$ cat src/rtl/gxp_pkg.sv
package gxp_pkg;
  localparam int unsigned BYTE_W    = 8;
  localparam int unsigned ADDR_W    = 6;
  localparam int unsigned FRAME_W   = 16;
  localparam int unsigned CMD_W     = 8;
  localparam int unsigned NUM_PINS  = 16;
  localparam int unsigned NUM_BANKS = NUM_PINS / BYTE_W;
  localparam logic [ADDR_W-1:0] LAST_ADDR = 6'h15;
  localparam int unsigned NUM_REGS  = int'(LAST_ADDR) + 1;

  // Base address of each function pair; bank b lives at base + b.
  typedef enum logic [ADDR_W-1:0] {
    F_LEVEL    = 6'h00,
    F_DRIVE    = 6'h02,
    F_INVERT   = 6'h04,
    F_DIR      = 6'h06,
    F_PULL     = 6'h08,
    F_IRQ_EN   = 6'h0A,
    F_HIZ      = 6'h0C,
    F_IRQ_STAT = 6'h0E,
    F_RISE     = 6'h10,
    F_FALL     = 6'h12,
    F_FLAG     = 6'h14
  } func_base_e;

  function automatic logic [ADDR_W-1:0] pair_base(logic [ADDR_W-1:0] a);
    return {a[ADDR_W-1:1], 1'b0};
  endfunction

  function automatic logic addr_valid(logic [ADDR_W-1:0] a);
    return a <= LAST_ADDR;
  endfunction

  function automatic logic addr_writable(logic [ADDR_W-1:0] a);
    return addr_valid(a) && (pair_base(a) != F_LEVEL) && (pair_base(a) != F_FLAG);
  endfunction

  function automatic logic [BYTE_W-1:0] reset_byte(logic [ADDR_W-1:0] a);
    return (pair_base(a) == F_DIR) ? {BYTE_W{1'b1}} : {BYTE_W{1'b0}};
  endfunction

  // Slot of a function byte for a given bank inside the flat store.
  function automatic int unsigned slot_lsb(func_base_e f, int unsigned bank);
    return (int'(f) + bank) * BYTE_W;
  endfunction
endpackage

$ cat src/rtl/gxp_sync.sv
module gxp_sync #(
  parameter int unsigned WIDTH  = 1,
  parameter int unsigned STAGES = 2
) (
  input  logic             clk,
  input  logic             rst_n,
  input  logic [WIDTH-1:0] d,
  output logic [WIDTH-1:0] q
);
  localparam int unsigned CHAIN_W = WIDTH * STAGES;

  logic [CHAIN_W-1:0] chain;

  generate
    if (STAGES == 1) begin : g_single
      always_ff @(posedge clk or negedge rst_n) begin
        if (!rst_n) chain <= '0;
        else        chain <= d;
      end
    end else begin : g_multi
      always_ff @(posedge clk or negedge rst_n) begin
        if (!rst_n) chain <= '0;
        else        chain <= {chain[CHAIN_W-WIDTH-1:0], d};
      end
    end
  endgenerate

  assign q = chain[CHAIN_W-1 -: WIDTH];
endmodule

$ cat src/rtl/gxp_spi_frame.sv
module gxp_spi_frame
  import gxp_pkg::*;
(
  input  logic              clk,
  input  logic              rst_n,
  input  logic              sclk_s,
  input  logic              cs_n_s,
  input  logic              mosi_s,
  input  logic [BYTE_W-1:0] rd_byte,
  output logic [ADDR_W-1:0] rd_addr,
  output logic              wr_commit,
  output logic [ADDR_W-1:0] wr_addr,
  output logic [BYTE_W-1:0] wr_data,
  output logic              miso
);
  localparam int unsigned CNT_W = $clog2(FRAME_W + 1);
  localparam int unsigned SR_W  = FRAME_W - 1;

  logic             sclk_d;
  logic [CNT_W-1:0] bit_cnt;
  logic [SR_W-1:0]  rx_sr;
  logic [BYTE_W-1:0] tx_sr;
  logic             is_read;
  logic             sclk_rise;
  logic             sclk_fall;
  logic             cmd_done;

  assign sclk_rise = sclk_s & ~sclk_d & ~cs_n_s;
  assign sclk_fall = ~sclk_s & sclk_d & ~cs_n_s;

  // Command byte completes on the eighth rising edge: {rx_sr[6:0], mosi_s}.
  assign cmd_done  = sclk_rise && (bit_cnt == CNT_W'(CMD_W - 1));
  assign rd_addr   = rx_sr[ADDR_W-1:0];

  // Full frame on the sixteenth rising edge: {rx_sr[14:0], mosi_s}.
  assign wr_commit = sclk_rise && (bit_cnt == CNT_W'(FRAME_W - 1)) && !rx_sr[SR_W-1];
  assign wr_addr   = rx_sr[SR_W-2 -: ADDR_W];
  assign wr_data   = {rx_sr[BYTE_W-2:0], mosi_s};

  always_ff @(posedge clk or negedge rst_n) begin
    if (!rst_n) sclk_d <= 1'b0;
    else        sclk_d <= sclk_s;
  end

  always_ff @(posedge clk or negedge rst_n) begin
    if (!rst_n) begin
      bit_cnt <= '0;
      rx_sr   <= '0;
      tx_sr   <= '0;
      is_read <= 1'b0;
    end else if (cs_n_s) begin
      bit_cnt <= '0;
      tx_sr   <= '0;
      is_read <= 1'b0;
    end else begin
      if (sclk_rise && (bit_cnt < CNT_W'(FRAME_W))) begin
        rx_sr   <= {rx_sr[SR_W-2:0], mosi_s};
        bit_cnt <= bit_cnt + 1'b1;
      end
      if (cmd_done) begin
        is_read <= rx_sr[CMD_W-2];
        tx_sr   <= rx_sr[CMD_W-2] ? rd_byte : '0;
      end else if (sclk_fall && (bit_cnt > CNT_W'(CMD_W))) begin
        tx_sr <= {tx_sr[BYTE_W-2:0], 1'b0};
      end
    end
  end

  assign miso = is_read & tx_sr[BYTE_W-1];
endmodule

$ cat src/rtl/gxp_regs.sv
module gxp_regs
  import gxp_pkg::*;
(
  input  logic                clk,
  input  logic                rst_n,
  input  logic                wr_en,
  input  logic [ADDR_W-1:0]   wr_addr,
  input  logic [BYTE_W-1:0]   wr_data,
  input  logic [ADDR_W-1:0]   rd_addr,
  input  logic [NUM_PINS-1:0] level_in,
  output logic [BYTE_W-1:0]   rd_data,
  output logic [NUM_PINS-1:0] dir_bits,
  output logic [NUM_PINS-1:0] drive_bits,
  output logic [NUM_PINS-1:0] pull_bits
);
  localparam int unsigned STORE_W = NUM_REGS * BYTE_W;

  logic [STORE_W-1:0]  store;
  logic [NUM_PINS-1:0] level_q;

  generate
    for (genvar a = 0; a < int'(NUM_REGS); a++) begin : g_reg
      localparam logic [ADDR_W-1:0] MY_ADDR = ADDR_W'(a);
      if (addr_writable(MY_ADDR)) begin : g_rw
        logic [BYTE_W-1:0] q;
        always_ff @(posedge clk or negedge rst_n) begin
          if (!rst_n)                           q <= reset_byte(MY_ADDR);
          else if (wr_en && wr_addr == MY_ADDR) q <= wr_data;
        end
        assign store[a*BYTE_W +: BYTE_W] = q;
      end else begin : g_ro
        assign store[a*BYTE_W +: BYTE_W] = '0;
      end
    end

    for (genvar b = 0; b < int'(NUM_BANKS); b++) begin : g_bank
      assign dir_bits[b*BYTE_W +: BYTE_W]   = store[slot_lsb(F_DIR, b)   +: BYTE_W];
      assign drive_bits[b*BYTE_W +: BYTE_W] = store[slot_lsb(F_DRIVE, b) +: BYTE_W];
      assign pull_bits[b*BYTE_W +: BYTE_W]  = store[slot_lsb(F_PULL, b)  +: BYTE_W];
    end
  endgenerate

  always_ff @(posedge clk or negedge rst_n) begin
    if (!rst_n) level_q <= '0;
    else        level_q <= level_in;
  end

  always_comb begin
    rd_data = '0;
    if (addr_valid(rd_addr)) begin
      if (pair_base(rd_addr) == F_LEVEL)
        rd_data = level_q[int'(rd_addr[0]) * BYTE_W +: BYTE_W];
      else
        rd_data = store[int'(rd_addr) * BYTE_W +: BYTE_W];
    end
  end
endmodule

$ cat src/rtl/gpio_spi_expander.sv
module gpio_spi_expander
  import gxp_pkg::*;
#(
  parameter int unsigned SYNC_STAGES = 2
) (
  input  logic                clk,
  input  logic                rst_n,
  input  logic                spi_sclk,
  input  logic                spi_cs_n,
  input  logic                spi_mosi,
  output logic                spi_miso,
  input  logic [NUM_PINS-1:0] pin_in,
  output logic [NUM_PINS-1:0] pin_out,
  output logic [NUM_PINS-1:0] pin_oe,
  output logic [NUM_PINS-1:0] pin_pu
);
  localparam int unsigned SPI_LINES = 3;

  logic [SPI_LINES-1:0] spi_s;
  logic [NUM_PINS-1:0]  pin_s;
  logic                 cs_idle;
  logic                 wr_commit;
  logic [ADDR_W-1:0]    wr_addr;
  logic [BYTE_W-1:0]    wr_data;
  logic [ADDR_W-1:0]    rd_addr;
  logic [BYTE_W-1:0]    rd_data;
  logic [NUM_PINS-1:0]  dir_bits;

  gxp_sync #(.WIDTH(SPI_LINES), .STAGES(SYNC_STAGES)) u_spi_sync (
    .clk   (clk),
    .rst_n (rst_n),
    .d     ({spi_cs_n, spi_sclk, spi_mosi}),
    .q     (spi_s)
  );

  gxp_sync #(.WIDTH(NUM_PINS), .STAGES(SYNC_STAGES)) u_pin_sync (
    .clk   (clk),
    .rst_n (rst_n),
    .d     (pin_in),
    .q     (pin_s)
  );

  assign cs_idle = spi_s[2];

  gxp_spi_frame u_frame (
    .clk       (clk),
    .rst_n     (rst_n),
    .sclk_s    (spi_s[1]),
    .cs_n_s    (cs_idle),
    .mosi_s    (spi_s[0]),
    .rd_byte   (rd_data),
    .rd_addr   (rd_addr),
    .wr_commit (wr_commit),
    .wr_addr   (wr_addr),
    .wr_data   (wr_data),
    .miso      (spi_miso)
  );

  gxp_regs u_regs (
    .clk        (clk),
    .rst_n      (rst_n),
    .wr_en      (wr_commit),
    .wr_addr    (wr_addr),
    .wr_data    (wr_data),
    .rd_addr    (rd_addr),
    .level_in   (pin_s),
    .rd_data    (rd_data),
    .dir_bits   (dir_bits),
    .drive_bits (pin_out),
    .pull_bits  (pin_pu)
  );

  assign pin_oe = ~dir_bits;
endmodule

$ cat config.mk
export PLATFORM = sky130hd
export DESIGN_NAME = gpio_spi_expander
export DESIGN_NICKNAME = d
export VERILOG_FILES = /design/src/rtl/gxp_pkg.sv /design/src/rtl/gxp_sync.sv /design/src/rtl/gxp_spi_frame.sv /design/src/rtl/gxp_regs.sv /design/src/rtl/gpio_spi_expander.sv
export SDC_FILE = /design/constraint.sdc
export NUM_CORES = 1
export LEC_CHECK = 0
export ABC_AREA = 1
export BUFFER_PORTS_ARGS = -buffer_cell sky130_fd_sc_hd__buf_2
export CORE_UTILIZATION = 60
export CTS_CLUSTER_DIAMETER = 150
export CTS_CLUSTER_SIZE = 16
export DETAILED_ROUTE_END_ITERATION = 12
export GPL_TIMING_DRIVEN = 0
export PLACE_DENSITY = 0.88
export SYNTH_ARGS = -nofsm -noshare
export SYNTH_HDL_FRONTEND = slang
export SYNTH_SLANG_ARGS = --single-unit
$ cat constraint.sdc
create_clock -name clk -period 2.5 [get_ports clk]
set_input_delay 0.5 -clock clk [delete_from_list [all_inputs] [get_ports clk]]
set_output_delay 0.5 -clock clk [all_outputs]
set_load 0.03 [all_outputs]
==> results of run 1 <==
## flip-flops by register name, indices dropped and copies added, names as in the netlist
name	count
u_frame.tx_sr	8
u_spi_sync.chain	6
u_frame.is_read	1
u_regs.level_q	16
u_frame.bit_cnt	5
u_frame.sclk_d	1
u_frame.rx_sr	15
u_pin_sync.chain	32
u_regs.g.g_rw.q	144
## per-stage QoR
stage	setup TNS, ps	area, um2	utilization [%]	total power (W)
2_1_floorplan	0	9811	-	0.004708
5_1_grt	0	11020	69.14	0.008178
6_report	0	11020	69.14	0.007928
3_5_place_dp	0	10460	65.63	0.005295
4_1_cts	0	10990	68.95	0.007878
3_3_place_gp	-610030	10430	65.40	0.005273
## critical path: stages (launching register included)
cell and delay, ps:
dfrtp_1 360, clkbuf_1 160, inv_2 230, buf_1 750, nand3_1 160, nand3_1 110, nand3_1 130, nand3_1 160
nand2_1 80, nand2_1 60, nand2_1 40
## report_power, final
group,internal [W],leakage [nW],switching [W]
sequential,0.00377,2.99,0.0000460
clock,0.00139,0.248,0.00125
combinational,0.000337,1.85,0.00114
total,0.00550,5.09,0.00243
## what timing repair did
item,CTS,global route
hold buffers,0,0
gates resized for setup,0,4
setup buffers,2,2
pin swaps,1,0
endpoints found under the hold margin,0,0
cloned,0,0
endpoints found under the setup margin,2,43
## worst paths after layout
path                       cells after the start  slack (ps)                          to                start
setup / recovery                              10         150            u_frame.tx_sr[2]     u_frame.rx_sr[1]
hold / removal                                 1          50  u_regs.g_reg[15].g_rw.q[2]                rst_n
setup reg to reg                              10         150            u_frame.tx_sr[2]     u_frame.rx_sr[1]
hold reg to reg                                0         350        u_pin_sync.chain[21]  u_pin_sync.chain[5]
max in group asynchronous                      2        1420        u_pin_sync.chain[11]                rst_n
min in group clk                               1         120         u_spi_sync.chain[2]             spi_cs_n
## synthesized netlist by cell type, drive strengths merged
library cell  number  area [um2]
clkbuf            36       135.1
nand3             77       410.4
buf               28       201.4
nand2            351        1355
ha                 3       37.54
inv               58       217.7
nor3b              1       18.77
nor3               5       52.55
dfrtp            212        5305
dfstp             16       420.4
o21ai            207        1171
clkinv             1       3.750
nor2              56       222.7
and3b              1       12.51
a31oi              2       12.51
o211ai             4       30.03
o22ai              2       12.51
a22oi              2       15.01
nand4              8       50.05
nor4               2       12.51
a21oi              8       40.04
or2                1       6.260
nand3b             2       15.01
o21a               7       52.55
## logic make-up after synthesis
kind of cell | after synthesis | synth area share, %
AND/OR/NAND/NOR | 504 | 21.97
buffers and inverters | 123 | 5.688
adder cells (fa/ha/maj) | 3 | 0.3826
flip-flops | 228 | 58.36
AO/OA/AOI/OAI | 232 | 13.60
## per-layer routing
metal	vias up	track usage [%]	part of all wire (%)
met5	-	0	0
met4	0	16.01	4.6
li1	3738	-	-
met2	464	51.53	47
met3	104	7.011	9.3
met1	3992	43.12	39
## area by class of cell
| type | instances | area [um2] | share of cell area, % |
|---|---|---|---|
| Sequential cell | 228 | 5725 | 51.94 |
| Multi-Input combinational cell | 739 | 3527 | 32.00 |
| Clock buffer | 25 | 498.0 | 4.518 |
| Timing Repair Buffer | 74 | 425.4 | 3.859 |
| Buffer | 64 | 339.1 | 3.076 |
| Tap cell | 216 | 270.3 | 2.452 |
| Inverter | 59 | 221.5 | 2.009 |
| Clock inverter | 1 | 16.27 | 0.1476 |
==> run metrics, run 1 <==
# IOs=70; WL per Instance=18.80 um; P&R area growth vs syn=12.36%; H-Tree Depth=1; CORE AREA=around 0.016 mm2; clk_lat worst skew=490 ps; number of buffers created by CTS=18; cells after synthesis=roughly 1,100; crit start category=flop; Setup-failing EPs final=0; CTS Buffer Depth=3; Crit Path Max Fanout=10; clk_skew=roughly 26 ps; mapped cell area=around 0.0098 mm2; final worst slack=~150 ps; vias in the first global route=7,930; drt initial violations=between 900 and 1,000; number of placement rows=46; root buf cell=clkbuf_16; fin. max-slew vios=0; GRT Resource Usage Total=around 33%; final WL=roughly 26,000 um; relative slew slack=a little over a third; mean number of vias per cell=5.902; worst hold slack=between 50 and 60 ps; syn nets=about 1,100; Die X=between 100 and 150 um; crit path kind=flop to flop; fraction of the yosys area taken by sequential cells=between 50% and 60%; initial antenna violation count=0; layout net count=about 1,200; Final Cycle Share=94.11%; clk sinks=228; Finished Layout Cells=1,406; DPL Wire Length=about 18,000 um; most common cell after layout, fill and taps aside=nand2_1; die footprint=0.01687 mm2; fraction of layout cells with a size suffix above 1=between 10% and 20%; commonest non-fill, non-tap cells in the layout=342 x nand2_1, 212 x dfrtp_1, 129 x o21ai_0; Worst-path clk slew=about 80 ps; YS warnings=0; Fillers=1,191; pre-CTS setup slack=about 23 ps; Placed Cells=between 1,000 and 1,500; Yosys reg bits=between 200 and 250; Die Ht=129.9 um; Final Hold Viols=0; Via Count=8,298; largest net degree at the start of global routing=around 120; DRC errors left=0; PwrDens=between 700 and 800 mW/mm2; first-pass detailed-route iteration total=6; peak supply drop=roughly 0.6 mV; first-pass GRT wire length=41,250 um; Initial Utilization=about three fifths; Worst setup EP type=flop; Slew @ Worst Pin=around 950 ps; RSZ-0062 raised after global routing=false; total grt overflow=0; Netlist cell types=36; Critical Path RT=2880 ps; gpl congestion=approximately 0.97; status=finished clean; fmax=roughly 0.43 GHz; Lkg Pwr=around 5.1 nW; TritonCTS clock tree=built; DRT antenna net count=0; CP arrival=~2700 ps; post-layout minimum cycle time=approximately 2400 ps; max-capacitance violation count=0; port bufs=just under 70; Antenna Cells=0; syn avg cell area=approximately 9 um2; Worst Hold Class=input port to async pin
No activity file was read; power rests on OpenSTA's default activity.
==> inputs of run 2 (changes only) <==
Settings changed: SYNTH_HIERARCHICAL set to 1.
==> run 2 against run 1 <==
Net effect: area after synthesis rose by 5.3%; global-route usage fell by 2.4 points; worst hold slack got worse by 46 ps; critical endpoint is now u_frame/tx_sr[5]; largest cell class unchanged; largest power group unchanged.
==> run metrics, run 2 <==
status=finished clean; P&R area growth vs syn=11.95%; Critical Path RT=around 3000 ps; EDFF count, synth=0; fmax=about 0.42 GHz; initial antenna violation count=0; total grt overflow=0; vias in the first global route=8,215; CTS Buffer Depth=3; Netlist cell types=31; gpl congestion=between 0.9 and 1; RSZ-0062 raised after global routing=true; CP arrival=about 2800 ps; Synth area leader=dfrtp_1; most common cell after layout, fill and taps aside=nand2_1; Cell Chain, Critical Path=buf_4 -> buf_2 -> clkbuf_1 -> o21ai_0 -> o22ai_1 -> nand2_1 -> nand2_1 -> nand2_1 -> nand2_1 -> nand2_1 -> o21ai_1 -> nand2_1 -> nand2_1; top-area cell type share of the netlist area=between 50% and 60%; drt initial violations=904; Antenna Cells=0; crit path kind=flop to flop; Worst Hold Class=input port to async pin; Via Count=roughly 8,600; YS warnings=6; pre-CTS setup slack=approximately 100 ps; GRT Resource Usage Total=30.23%; H-Tree Depth=1; asr flop ratio synth=100.0%; Final Cycle Share=between 90 and 100%; mapped cell area=between 0.01 and 0.015 mm2; slowest stage delay, CP=roughly 440 ps; first-pass GRT wire length=~42,000 um; PwrDens=between 600 and 700 mW/mm2; die footprint=between 0.015 and 0.02 mm2; TritonCTS clock tree=built; WL per Instance=about 17 um; slowest CP cell=dfrtp_1; clk_skew=22.20 ps; Critical R2R Launch=u_frame/rx_sr[1]; most common cell in the netlist=nand2_1; number of flip-flops in the largest register=around 140; Worst setup EP type=flop; DPL Wire Length=about 18,000 um; final worst slack=approximately 110 ps; CORE AREA=0.01670 mm2; synth cell count leaders=459 x nand2_1, 212 x dfrtp_1, 154 x o21ai_0, 121 x inv_1, 69 x nand3_1; # IOs=70; Lkg Pwr=5.612 nW; Cell Area, Placed=around 0.011 mm2; port bufs=a little under 70; max-capacitance violation count=0; Die X=between 100 and 150 um; Fillers=about 1,300; Largest regs=u_regs/g.g_rw.q: 144 flops, u_pin_sync/chain: 32 flops, u_regs/level_q: 16 flops; Die Ht=133.2 um; root buf cell=clkbuf_16; Synth area leaders=dfrtp_1 51%, nand2_1 17%, o21ai_0 7.5%; layout net count=about 1,400; DRC errors left=0; FF+latch area=~0.0057 mm2; syn avg cell area=between 8 and 9 um2; fin. max-slew vios=0; post-layout minimum cycle time=between 2000 and 2500 ps; Most flops, register=u_regs/g.g_rw.q; fraction of the yosys area taken by sequential cells=55.44%; Most common cell on crit path=nand2_1; Worst-path clk slew=about 80 ps; r2r setup slk=roughly 110 ps; hold buffer count at cts=0; Slew @ Worst Pin=861.2 ps; number of buffers created by CTS=18; footprint of the multi-input gates=around 0.0036 mm2; relative slew slack=42.59%; largest net degree at the start of global routing=around 130; first-pass detailed-route iteration total=6; clk sinks=228; Final Cell Area=0.01156 mm2; clk_lat worst skew=between 400 and 500 ps; Yosys reg bits=228; final WL=between 20,000 and 30,000 um; peak supply drop=about 0.62 mV; CP startpoint=u_frame/rx_sr[1]; DRT antenna net count=0; commonest non-fill, non-tap cells in the layout=455 x nand2_1, 212 x dfrtp_1, 154 x o21ai_0; fraction of layout cells with a size suffix above 1=between 15 and 20%; cells after synthesis=between 1,000 and 1,500; mean number of vias per cell=5.544; Setup-failing EPs final=0; Initial Utilization=61.84%; number of placement rows=47; Crit Path Max Fanout=10; crit start category=flop; Most used DFF post-synth=dfrtp_1; Final Hold Viols=0; syn nets=between 1,000 and 1,500
## run 2: changes by cell type after synthesis, sizes merged, moves of 4 or more
cell / delta
nand2: +112
inv: +68
buf: +52
o21ai: -29
nor2: -26
clkbuf: -16
o22ai: +8
a21oi: -7
nand3: -7
o21a: -7
or2: +7
o211ai: +4
## run 2: critical path, delay by kind of cell (launching register included)
| family | cells | cell delay, ps |
|---|---|---|
| and+or+nand+nor | 7 | 460 |
| DFF | 1 | 440 |
| buffers and inverters | 3 | 800 |
| AOI/OAI and AO/OA | 3 | 610 |
## run 2: path summary, 6_finish.rpt
kind | cells after the start | end
setup / recovery | 13 | u_frame/tx_sr[5]
hold / removal | 1 | u_frame/bit_cnt[0]
setup reg to reg | 13 | u_frame/tx_sr[5]
hold reg to reg | 0 | u_pin_sync/chain[31]
max in group asynchronous | 2 | u_regs/g_reg[13].g_rw.q[4]
min in group clk | 1 | u_spi_sync/chain[2]
## run 2: cells by family (layout without fill, tap and decap cells)
kind of cell / after synthesis / in the layout / synth area share (%)
adder cells (fa/ha/maj): 3 / 3 / 0.3635
buffers and inverters: 229 / 324 / 10.42
AND/OR/NAND/NOR: 588 / 588 / 23.77
AO/OA/AOI/OAI: 197 / 197 / 10.01
flip-flops: 228 / 228 / 55.44
## run 2: what timing repair did
| item | in CTS | in global routing |
|---|---|---|
| gates resized for setup | 0 | 29 |
| setup endpoints to repair | 0 | 101 |
| buffers inserted | 0 | 1 |
## run 2: routing by layer
metal	vias up	wire length, um	global-route usage [%]
li1	4035	-	-
met3	104	2240	5.175
met1	4063	10490	41.22
met5	-	0	0
met2	446	11760	47.12
met4	0	1353	15.34
## run 2: power breakdown
group / switching, W / total [W] / leakage, nW / internal [W]
logic: 0.00105 / 0.00147 / 2.37 / 0.000426
registers: 0.0000529 / 0.00382 / 2.99 / 0.00377
clock network: 0.00127 / 0.00267 / 0.248 / 0.00139
total: 0.00237 / 0.00796 / 5.61 / 0.00558
## run 2: area by class of cell
| class | instances | area share (%) |
|---|---|---|
| timing repair buffer | 71 | 3.377 |
| clock inverter | 1 | 0.1407 |
| sequential | 228 | 49.52 |
| inverter | 129 | 4.210 |
| buffer | 98 | 5.249 |
| tap | 220 | 2.381 |
| clock buffer | 25 | 4.307 |
| multi-input combinational | 788 | 30.81 |
## run 2: through the flow
step                instances  hold slack [ps]  utilization (%)  TNS, ps  power, W
floorplan                1245            204.4                -        0  0.004765
global placement         1534            331.6            65.55  -607290  0.005248
detailed placement       1535            336.3            65.78        0  0.005276
CTS                      1561            51.59            68.86        0  0.007928
global route             1560            70.48            69.22   -94.45  0.008278
finish                   1560            8.361            69.22        0  0.007958
